===== src/rtl/harvestPkg.sv =====
`timescale 1ns/1ps
package harvestPkg;
  // configuration word layout
  localparam int PARAM_W  = 32;
  localparam int FOLD_LSB = 0;
  localparam int FOLD_W   = 4;
  localparam int VN_BIT   = 4;
  localparam int SRC_LSB  = 5;
  localparam int SRC_W    = 15;
  localparam int RES_LSB  = SRC_LSB + SRC_W;

  // strobes from control to datapath
  typedef struct packed {
    logic fold;       // fold the completed raw word this cycle
    logic bypass;     // replace instead of XOR (fold count zero)
    logic clearPair;  // restart debias pairing
  } strobe_t;
endpackage


===== src/rtl/vnFilter.sv =====
`timescale 1ns/1ps
module vnFilter (
  input  logic clk,
  input  logic rstN,
  input  logic enable,
  input  logic clearPair,
  input  logic bitIn,
  input  logic bitValid,
  output logic outBit,
  output logic outValid
);
  logic haveHeld;
  logic heldBit;

  always_ff @(posedge clk) begin
    if (!rstN) begin
      haveHeld <= 1'b0;
      heldBit  <= 1'b0;
    end else if (clearPair || !enable) begin
      haveHeld <= 1'b0;
    end else if (bitValid) begin
      if (haveHeld) begin
        haveHeld <= 1'b0;
      end else begin
        haveHeld <= 1'b1;
        heldBit  <= bitIn;
      end
    end
  end

  always_comb begin
    if (enable) begin
      outBit   = heldBit;
      outValid = bitValid && haveHeld && (heldBit != bitIn) && !clearPair;
    end else begin
      outBit   = bitIn;
      outValid = bitValid;
    end
  end
endmodule


===== src/rtl/wordPacker.sv =====
`timescale 1ns/1ps
module wordPacker #(
  parameter int WORD_W = 32
) (
  input  logic              clk,
  input  logic              rstN,
  input  logic              inBit,
  input  logic              inValid,
  output logic [WORD_W-1:0] word,
  output logic              wordValid
);
  localparam int CW = $clog2(WORD_W);
  localparam logic [CW-1:0] LAST = CW'(WORD_W - 1);

  logic [CW-1:0]     bitCount;
  logic [WORD_W-1:0] shiftReg;

  always_ff @(posedge clk) begin
    if (!rstN) begin
      bitCount  <= '0;
      shiftReg  <= '0;
      word      <= '0;
      wordValid <= 1'b0;
    end else begin
      wordValid <= 1'b0;
      if (inValid) begin
        if (bitCount == LAST) begin
          word      <= {inBit, shiftReg[WORD_W-1:1]};
          wordValid <= 1'b1;
          bitCount  <= '0;
        end else begin
          shiftReg <= {inBit, shiftReg[WORD_W-1:1]};
          bitCount <= bitCount + 1'b1;
        end
      end
    end
  end
endmodule


===== src/rtl/harvestDatapath.sv =====
`timescale 1ns/1ps
module harvestDatapath
  import harvestPkg::*;
#(
  parameter int WORD_W = 32
) (
  input  logic              clk,
  input  logic              rstN,
  input  logic              bitIn,
  input  logic              bitValid,
  input  logic              vnEnable,
  input  strobe_t           strobe,
  output logic [WORD_W-1:0] rawWord,
  output logic              rawValid,
  output logic [WORD_W-1:0] accWord
);
  logic filtBit;
  logic filtValid;

  vnFilter uVn (
    .clk      (clk),
    .rstN     (rstN),
    .enable   (vnEnable),
    .clearPair(strobe.clearPair),
    .bitIn    (bitIn),
    .bitValid (bitValid),
    .outBit   (filtBit),
    .outValid (filtValid)
  );

  wordPacker #(.WORD_W(WORD_W)) uPack (
    .clk      (clk),
    .rstN     (rstN),
    .inBit    (filtBit),
    .inValid  (filtValid),
    .word     (rawWord),
    .wordValid(rawValid)
  );

  always_ff @(posedge clk) begin
    if (!rstN) begin
      accWord <= '0;
    end else if (strobe.fold) begin
      accWord <= strobe.bypass ? rawWord : (accWord ^ rawWord);
    end
  end
endmodule


===== src/rtl/harvestCtrl.sv =====
`timescale 1ns/1ps
module harvestCtrl
  import harvestPkg::*;
(
  input  logic               clk,
  input  logic               rstN,
  input  logic [PARAM_W-1:0] paramData,
  input  logic               paramWe,
  input  logic               rawValid,
  input  logic               outFull,
  output strobe_t            strobe,
  output logic               outWe,
  output logic               vnEnable,
  output logic [SRC_W-1:0]   srcCfg,
  output logic [FOLD_W-1:0]  foldN
);
  logic [FOLD_W-1:0] foldsLeft;
  logic              wordReady;
  logic              push;
  logic [FOLD_W-1:0] cntBase;
  logic [FOLD_W-1:0] cntDec;
  logic              unusedReserved;

  assign unusedReserved = ^paramData[PARAM_W-1:RES_LSB];

  assign push    = wordReady && !outFull;
  assign outWe   = push;
  assign cntBase = push ? foldN : foldsLeft;
  assign cntDec  = (cntBase == '0) ? '0 : cntBase - 1'b1;

  always_comb begin
    strobe.fold      = rawValid;
    strobe.bypass    = (foldN == '0);
    strobe.clearPair = paramWe;
  end

  always_ff @(posedge clk) begin
    if (!rstN) begin
      foldN     <= '0;
      vnEnable  <= 1'b0;
      srcCfg    <= '0;
      foldsLeft <= '0;
      wordReady <= 1'b0;
    end else if (paramWe) begin
      foldN     <= paramData[FOLD_LSB +: FOLD_W];
      vnEnable  <= paramData[VN_BIT];
      srcCfg    <= paramData[SRC_LSB +: SRC_W];
      foldsLeft <= paramData[FOLD_LSB +: FOLD_W];
      wordReady <= 1'b0;
    end else if (rawValid) begin
      foldsLeft <= cntDec;
      wordReady <= (cntDec == '0);
    end else if (push) begin
      foldsLeft <= foldN;
      wordReady <= 1'b0;
    end
  end
endmodule


===== src/rtl/wordFoldHarvester.sv =====
`timescale 1ns/1ps
module wordFoldHarvester
  import harvestPkg::*;
#(
  parameter int WORD_W = 32
) (
  input  logic              clk,
  input  logic              rstN,
  input  logic              bitIn,
  input  logic              bitValid,
  input  logic [31:0]       paramData,
  input  logic              paramWe,
  input  logic              outFull,
  output logic [WORD_W-1:0] outData,
  output logic              outWe,
  output logic [14:0]       srcCfg
);
  strobe_t           strobe;
  logic              vnEnable;
  logic [FOLD_W-1:0] foldN;
  logic [WORD_W-1:0] rawWord;
  logic              rawValid;
  logic [WORD_W-1:0] accWord;

  harvestCtrl uCtrl (
    .clk      (clk),
    .rstN     (rstN),
    .paramData(paramData),
    .paramWe  (paramWe),
    .rawValid (rawValid),
    .outFull  (outFull),
    .strobe   (strobe),
    .outWe    (outWe),
    .vnEnable (vnEnable),
    .srcCfg   (srcCfg),
    .foldN    (foldN)
  );

  harvestDatapath #(.WORD_W(WORD_W)) uDp (
    .clk     (clk),
    .rstN    (rstN),
    .bitIn   (bitIn),
    .bitValid(bitValid),
    .vnEnable(vnEnable),
    .strobe  (strobe),
    .rawWord (rawWord),
    .rawValid(rawValid),
    .accWord (accWord)
  );

  assign outData = accWord;
endmodule


===== config.mk =====
export PLATFORM = sky130hd
export DESIGN_NAME = wordFoldHarvester
export DESIGN_NICKNAME = d
export VERILOG_FILES = /design/src/rtl/harvestPkg.sv /design/src/rtl/vnFilter.sv /design/src/rtl/wordPacker.sv /design/src/rtl/harvestDatapath.sv /design/src/rtl/harvestCtrl.sv /design/src/rtl/wordFoldHarvester.sv
export SDC_FILE = /design/constraint.sdc
export NUM_CORES = 1
export LEC_CHECK = 0
export ABC_AREA = 0
export BUFFER_PORTS_ARGS = -buffer_cell sky130_fd_sc_hd__buf_2
export CAP_MARGIN = 0
export CORE_MARGIN = 1
export CORE_UTILIZATION = 45
export CTS_BUF_LIST = sky130_fd_sc_hd__clkbuf_16
export DETAILED_ROUTE_END_ITERATION = 12
export PLACE_DENSITY = 0.66
export SLEW_MARGIN = 20
export SYNTH_ARGS = -nofsm -noshare
export SYNTH_HDL_FRONTEND = slang
export SYNTH_SLANG_ARGS = --single-unit

===== constraint.sdc =====
create_clock -name clk -period 2 [get_ports clk]
set_input_delay 0.1 -clock clk [delete_from_list [all_inputs] [get_ports clk]]
set_output_delay 0.1 -clock clk [all_outputs]
set_load 0.03 [all_outputs]

# Yosys cells after proc, flatten, opt, wreduce, memory -nomap -nowiden
# Cells that the tools add are included.
[classes]
n_lt_le_gt_ge = 0
eq_ne = 2
n_reduce_logical = 18
n_shift = 0
addsub = 2
multipliers = 0
muxes = 12
n_div = 0
n_bitwise = 5
[ops]
columns = ["operator", "n"]
rows = [
  ["32-bit 2-to-1 mux", 1],
  ["32-bit bitwise XOR", 1],
  ["4-bit 2-to-1 mux", 4],
  ["4-bit logical NOT", 3],
  ["1-bit 2-to-1 mux", 6],
  ["2-bit AND reduction", 3],
  ["5-bit by 1-bit adder with 5-bit output, second input constant", 1],
  ["5-bit equality test, second input constant", 1],
  ["5-bit 2-to-1 mux", 1],
  ["1-bit logical AND", 4],
  ["1-bit NOT", 4],
  ["2-bit OR reduction", 2],
  ["4-bit by 1-bit subtractor with 4-bit output, second input constant", 1],
  ["1-bit logical NOT", 3],
  ["3-bit AND reduction", 1],
  ["2-bit nonzero test", 1],
  ["1-bit logical OR", 1],
  ["1-bit inequality test", 1],
]
[totals]
rom_bits = 0
latchBits = 0
register_bits = 129
elab_cells = 51
n_memories = 0
ram_bits = 0

# Logic depth before layout (Yosys ltp)
# Gate-level depths: netlist of run 1.
[depth]
ltp_word = 7
ltp_mapped = 7
depth_no_buf = 5

# Hierarchy
# From an unflattened synthesis of run 1, not the netlist that was laid out.
[unflattened]
hier_cells = 639
area_unflattened_um2 = 5865.6
[modules_own_cells]
columns = ["module", "cells_each", "area_per_inst_um2", "instances"]
rows = [
  ["wordPacker", 305, 2646.3, 1],
  ["harvestDatapath", 214, 1989.4, 1],
  ["harvestCtrl", 107, 1104.8, 1],
  ["vnFilter", 13, 125.1, 1],
]

# Worst setup path after synthesis of run 1
# OpenSTA, ideal clock, no wires.
[synth_path]
path_kind = "register to register"
from = "reg uDp.uPack.bitCount[0]"
to = "reg uDp.uPack.shiftReg[10]"
path_stages_with_launch = 8
required_ps = 1928
n_path_buf = 2
period_less_slack_ps = 1626
slack_ps = 374
arrival_ps = 1554
path_cell_list = "dfxtp_1 > ha_1 > and3_1 > ha_1 > and2b_1 > buf_6 > buf_6 > mux2i_1"
[synth_between]
elab_chain_len = 3
[synth_rtl]
columns = ["item", "line_no", "text"]
rows = [
  ["from (decl)", "wordPacker.sv:15", "logic [CW-1:0] bitCount;"],
  ["from (signal assigned)", "wordPacker.sv:33", "bitCount <= bitCount + 1'b1;"],
  ["5-bit equality test", "wordPacker.sv:27", "if (bitCount == LAST) begin"],
  ["1-bit NOT (no line)", "-", ""],
  ["2-bit AND reduction (no line)", "-", ""],
  ["to (signal assigned)", "wordPacker.sv:32", "shiftReg <= {inBit, shiftReg[WORD_W-1:1]};"],
  ["to (decl)", "wordPacker.sv:16", "logic [WORD_W-1:0] shiftReg;"],
]
# Every way passes these cells.
# A chain may end at the register's enable or synchronous reset.

# Final worst setup path of run 1
[layout_path]
from = "reg uDp.uPack.bitCount[0]"
to = "reg uDp.uPack.shiftReg[22]"
# The elaborated chain is that of the path after synthesis.

==> results of run 1 <==
[cells by family after synthesis]
kind of cell / after synthesis
flops: 128
fa+ha+maj: 2
mux: 92
compound gates: 48
buf+inv: 41
xor+xnor: 35
simple gates: 177
[power breakdown]
group / switching (W) / internal, W / total, W / leakage [nW]
logic: 0.000198 / 0.000142 / 0.000340 / 1.63
registers: 0.0000224 / 0.00259 / 0.00261 / 1.04
clock network: 0.00118 / 0.00172 / 0.00290 / 0.262
total: 0.00140 / 0.00445 / 0.00585 / 2.93
[cell type report]
cell class | count | area share (%)
tap | 140 | 2.752
multi-input combinational | 354 | 37.00
clock buffer | 17 | 6.684
sequential | 128 | 40.28
clock inverter | 15 | 2.182
timing repair buffer | 104 | 10.81
inverter | 5 | 0.2949
[path summary, 6_finish.rpt]
kind,cells past startpoint,slack (ns),to
worst max-delay path,6,0.22,uDp.uPack.shiftReg[22]
worst min-delay path,3,0.02,uCtrl.foldN[3]
worst max register to register,6,0.22,uDp.uPack.shiftReg[22]
worst min register to register,2,0.46,uDp.uPack.word[25]
[tightest hold or removal path, delay by kind of cell]
family | cells | cell delay (ns)
AOI/OAI and AO/OA | 1 | 0.07
buffers and inverters | 1 | 0.10
and+or+nand+nor | 1 | 0.11
[metrics by stage]
stage	power (W)	worst slack, ns
floorplan	0.002882	0.3744
global placement	0.002964	0.2973
detailed placement	0.002974	0.2379
CTS	0.005919	0.2049
global route	0.006047	0.1184
finish	0.005848	0.2234
[sequential cells by signal, summed over array words and instances, names as in the netlist]
signal and cells:
uDp.uPack.shiftReg 31, uDp.accWord 32, uCtrl.foldsLeft 4, uCtrl.vnEnable 1, uDp.uPack.wordValid 1, uDp.uVn.heldBit 1
uCtrl.wordReady 1, uDp.uPack.word 32, uDp.uPack.bitCount 5, uCtrl.srcCfg 15, uDp.uVn.haveHeld 1, uCtrl.foldN 4
[cells in the final DEF (no fill, tap or decap), types with 7 or more instances in the layout]
master         count
dfxtp_1          127
xor2_1            33
a21boi_0          33
nor2_1            60
dlygate4sd3_1     21
buf_2             73
buf_4              7
mux2i_1           89
clkbuf_16         17
nand2_1          100
[per-layer routing]
metal  share of wire [%]  global-route usage [%]
met1                  47                   20.72
met2                  47                   29.75
met3                 4.7                   5.184
met4                 1.3                   7.239
met5                   0                       0
==> metrics.md, run 1 <==
| Metric | Value |
|---|---|
| Initial antenna violation count | `0` |
| Multi-input logic area | `2355 um2` |
| Largest net degree at the start of global routing | `73` |
| CP startpoint kind | `flop` |
| Compound-Gate Fraction of Synth Area | `7.328%` |
| Yosys warnings | `0` |
| WL/cell | `12.70 um` |
| Crit path DAT | `2.11 ns` |
| Synth Register Bits | `128` |
| CP delay by family, top | `adder cells` |
| P_leak | `2.932 nW` |
| Area grow syn2layout | `24.68%` |
| DRT Pass-1 Iters | `4` |
| Via density | `4.899` |
| Vias in the first global route | `3,567` |
| GP Congestion | `0.8042` |
| Cell area after synthesis | `5105 um2` |
| Core area | `10,940 um2` |
| Synth area leaders | `dfxtp_1, mux2i_1, nand2_1` |
| Final ANT Viol Nets | `0` |
| Non-Filler Instances | `763` |
| DP Area | `5590 um2` |
| Starting density of the core | `46.68%` |
| Setup TNS | `0 ns` |
| Total clock sinks | `128` |
| Total CTS buffers | `17` |
| Period minus WS final | `1.777 ns` |
| Global route overflow | `0` |
| Slew HR | `55.27%` |
| Max-slew violations | `0` |
| Die Area | `11,770 um2` |
| RSZ-0062 raised after global routing | `false` |
| Yosys top cell area share | `50.20%` |
| Crit-path cells | `ha_1 > and3_1 > ha_1 > and2b_2 > buf_12 > mux2i_1` |
| EDFF count, synth | `0` |
| Status | `complete, no violations` |
| Top FF cell, synth | `dfxtp_1` |
| First DRT Iteration DRCs | `137` |
| Hold_sp | `paramData[3]` |
| R2R Path Start | `uDp.uPack.bitCount[0]` |
| Setup CP Type | `flop to flop` |
| Most used cell, CP | `ha_1` |
| Post-Route Utilization | `58.20%` |
| Placed insts | `710` |
| Crit Path Max Fanout | `34` |
| Share of post-route cells with drive strength above 1 | `20.06%` |
| Adder-Cell Fraction of Synth Area | `0.4902%` |
| Ys async rst share | `0%` |
| Sequential standard cell area | `2564 um2` |
| CP max stage delay | `0.33 ns` |
| Pwr dens | `918.8 nW/um2` |
| CP Launch Point | `uDp.uPack.bitCount[0]` |
| DP HPWL | `5949 um` |
| Post-CTS Hold Buffers | `21` |
| Final Hold Viols | `0` |
| IO buf count | `73` |
| CTS tree | `done` |
| Global-route wire length before repair | `15,950 um` |
| Register area share after synthesis | `50.20%` |
| Cells after synthesis | `523` |
| Mux contribution to synthesized area | `18.11%` |
| Max Freq | `562.9 MHz` |
| Final net count | `650` |
| Mapped Avg Cell Area | `9.761 um2` |
| Fillers | `960` |
| Max-cap violations | `0` |
| Ant. Diodes | `0` |
| Final worst path period share | `88.83%` |
| Placement row count | `38` |
| WL final | `9688 um` |
| Dominant cell type by area after synthesis | `dfxtp_1` |
| Post-CTS setup buffers | `0` |
| Post-CTS sizing | `0` |
| Hold Crit Class | `primary input to flop` |
| Worst path slowest cell | `dfxtp_1` |
| DRC | `0` |
| CTS Root Cell | `clkbuf_16` |
| Simple-Gate Fraction of Synth Area | `14.04%` |
| Main combinational cell family by area after synthesis | `multiplexers` |
| Peak supply drop | `483.4 uV` |
| Via Count | `3,738` |
| CP endpoint kind | `flop` |
| Post-synth top cells | `dfxtp_1, nand2_1, mux2i_1, nor2_1` |
| Die height | `108.5 um` |
| CTS H-tree depth | `4` |
| Clk_lat worst skew | `0.41 ns` |
| Synth unique cells | `37` |
| Syn_nets | `563` |
| Clock-pin slew on the worst setup and hold paths | `0.06 ns` |
| Clock Skew | `0.006526 ns` |
| Die width | `108.5 um` |
| WP data required | `2.33 ns` |
| Crit path buffers/inverters | `1` |
| Post-route cell area | `6365 um2` |
| Worst slew pin tran | `0.6700 ns` |
| I/O pin count | `86` |
| Final hold slack | `0.02351 ns` |
| # setup viols final | `0` |
| GRT Util Overall | `17.59%` |
| Most common cell in the netlist | `dfxtp_1` |
| Clock Path Buffers | `2` |
| Post-Synth XOR/XNOR Area | `6.005%` |
Note: power is estimated with default switching activity, not from simulation.
==> inputs of run 2 (changes only) <==
- CORE_UTILIZATION: 45 -> 40
- PLACE_DENSITY: 0.66 -> 0.6
- REMOVE_ABC_BUFFERS: not set -> 1
==> run 2 against run 1 <==
- sequential power is essentially flat
- non-clock buffer count grew 4
- wire length grew 2.5%
- sequential share of layout area is essentially flat
- global-route usage shrank 1.4 points
- utilization shrank 6.1 points
- clock-buffer cell count is the same
- design area is essentially flat
- cell count grew 4.1%
- combinational power grew 1%
- hold slack lost 0.0045 ns
- largest cell class unchanged
- largest power group unchanged
==> metrics.md, run 2 (synthesis gave the netlist of run 1 again) <==
| Metric | Value |
|---|---|
| Status | `complete, no violations` |
| Most used cell, CP | `ha_1` |
| Setup CP Type | `flop to flop` |
| RSZ-0062 raised after global routing | `false` |
| CP max stage delay | `0.33 ns` |
| Final worst path period share | `89.86%` |
| Placement row count | `40` |
| Clock power frac | `47.3%` |
| Via Count | `3,788` |
| Die height | `115.0 um` |
| Max-slew violations | `0` |
| Clk_lat worst skew | `0.41 ns` |
| Final net count | `654` |
| Clock-pin slew on the worst setup and hold paths | `0.05 ns` |
| Final ANT Viol Nets | `0` |
| Largest net degree at the start of global routing | `37` |
| WP data required | `2.33 ns` |
| CP startpoint kind | `flop` |
| Global route overflow | `0` |
| CTS H-tree depth | `4` |
| DP HPWL | `6286 um` |
| Crit path buffers/inverters | `1` |
| Core area | `12,210 um2` |
| Post-CTS setup buffers | `0` |
| Area grow syn2layout | `24.73%` |
| Initial antenna violation count | `0` |
| Setup TNS | `0 ns` |
| Crit Path Max Fanout | `34` |
| Hold_sp | `rstN` |
| Period minus WS final | `1.797 ns` |
| CP endpoint kind | `flop` |
| Max-cap violations | `0` |
| Clock Skew | `0.006743 ns` |
| DP Area | `5635 um2` |
| Post-Route Utilization | `52.14%` |
| Total CTS buffers | `17` |
| Combinational share of power | `6.1%` |
| Slew HR | `73.96%` |
| P_leak | `2.954 nW` |
| IO buf count | `73` |
| Global-route wire length before repair | `16,750 um` |
| Worst slew pin tran | `0.3906 ns` |
| Hold endpoint | `uDp.uPack.word[2]` |
| Int Pwr | `0.004378 W` |
| Sequential group share of total power | `46.6%` |
| Hold Crit Class | `primary input to flop` |
| Hold Crit Depth | `3` |
| Pwr dens | `880.4 nW/um2` |
| CTS Root Cell | `clkbuf_16` |
| Die Area | `13,220 um2` |
| Commonest non-fill, non-tap cell in the layout | `dfxtp_1` |
| GRT Util Overall | `16.22%` |
| GP Congestion | `0.7701` |
| Starting density of the core | `41.80%` |
| First DRT Iteration DRCs | `139` |
| Clock Path Buffers | `2` |
| DRC | `0` |
| Worst path slowest cell | `dfxtp_1` |
| WL/cell | `12.51 um` |
| Vias in the first global route | `3,743` |
| Worst reg2reg endpoint | `uDp.uPack.shiftReg[30]` |
| Sw Pwr | `0.001228 W` |
| R2R Path Start | `uDp.uPack.bitCount[0]` |
| Most frequent cells in the layout | `dfxtp_1, nand2_1, mux2i_1, buf_2, nor2_1` |
| Reg2reg path depth | `6` |
| Ant. Diodes | `0` |
| Worst slack, placed | `0.2190 ns` |
| Sw frac | `21.90%` |
| Final worst setup slack | `0.2029 ns` |
| CTS tree | `done` |
| Die width | `115.0 um` |
| Post-CTS sizing | `0` |
| DRT Pass-1 Iters | `4` |
| Reg-to-reg slack, setup | `0.20 ns` |
| Total clock sinks | `128` |
| Via density | `4.771` |
| WL final | `9933 um` |
| Biggest regs | `uDp.accWord: 32 flops, uDp.uPack.word: 32 flops, uDp.uPack.shiftReg: 31 flops` |
| Share of post-route cells with drive strength above 1 | `18.69%` |
| Peak supply drop | `376.4 uV` |
| Final Hold Viols | `0` |
| Post-route cell area | `6367 um2` |
| CP delay by family, top | `adder cells` |
| Crit path DAT | `2.12 ns` |
| Crit-path cells | `ha_1 > and3_1 > ha_1 > and2b_2 > buf_12 > mux2i_1` |
| Max Freq | `556.4 MHz` |
| # setup viols final | `0` |
| I/O pin count | `86` |
run 2: cell count changes in the layout (fill, tap and decap cells not counted), sizes merged:
cell         previous run  this run
buf                    83        86
clkinv                  6         9
clkinvlp                5         0
dlygate4sd3            21        22
inv                     8         9
run 2: how the worst max path moves through the flow:
stage | startpoint | endpoint | slack (ns) | cells after the start
floorplan | uCtrl.foldN[3] | uDp.accWord[0] | -0.85 | 4
global placement | uDp.uPack.bitCount[0] | uDp.uPack.shiftReg[19] | 0.31 | 6
detailed placement | uDp.uPack.bitCount[0] | uDp.uPack.shiftReg[30] | 0.22 | 6
CTS | uDp.uPack.bitCount[0] | uDp.uPack.shiftReg[5] | 0.20 | 6
global route | uDp.uPack.bitCount[0] | uDp.uPack.shiftReg[5] | 0.12 | 6
finish | uDp.uPack.bitCount[0] | uDp.uPack.shiftReg[30] | 0.20 | 6
run 2: timing repair:
action	CTS	global route
endpoints found under the setup margin	0	0
hold endpoints to repair	22	0
hold buffers	22	0
run 2: power by group through the flow:
stage	logic, W	registers, W	clock network [W]
6_report	0.000344	0.00261	0.00265
5_1_grt	0.000375	0.00261	0.00285
4_1_cts	0.000348	0.00261	0.00273
3_5_place_dp	0.000314	0.00266	0
3_3_place_gp	0.000307	0.00266	0
2_1_floorplan	0.000141	0.00270	0
run 2: tightest hold or removal path: stages:
cell	delay [ns]
buf_2	0.14
nand2_1	0.08
mux2i_1	0.06
run 2: final cells by class:
type / count / area, um2
Multi-Input combinational cell: 354 / 2355
Fill cell: 1166 / 5844
Sequential cell: 128 / 2564
Tap cell: 168 / 210.2
Clock buffer: 17 / 425.4
Inverter: 5 / 18.77
Timing Repair Buffer: 108 / 708.2
Clock inverter: 14 / 86.33
run 2: per-stage QoR:
| stage | total power [W] | instances | hold slack (ns) |
|---|---|---|---|
| detailed placement | 0.002979 | 741 | 0.3504 |
| global route | 0.005838 | 794 | 0.02615 |
| global placement | 0.002969 | 741 | 0.3398 |
| finish | 0.005606 | 794 | 0.01903 |
| floorplan | 0.002837 | 487 | 0.1785 |
| CTS | 0.005683 | 794 | 0.01219 |
run 2: routing by layer:
layer	vias up	wire [um]	GRT usage (%)
li1	1913	-	-
met1	1772	4692	18.91
met2	86	4600	27.55
met3	17	493	5.271
met4	0	146	6.494
met5	-	0	0
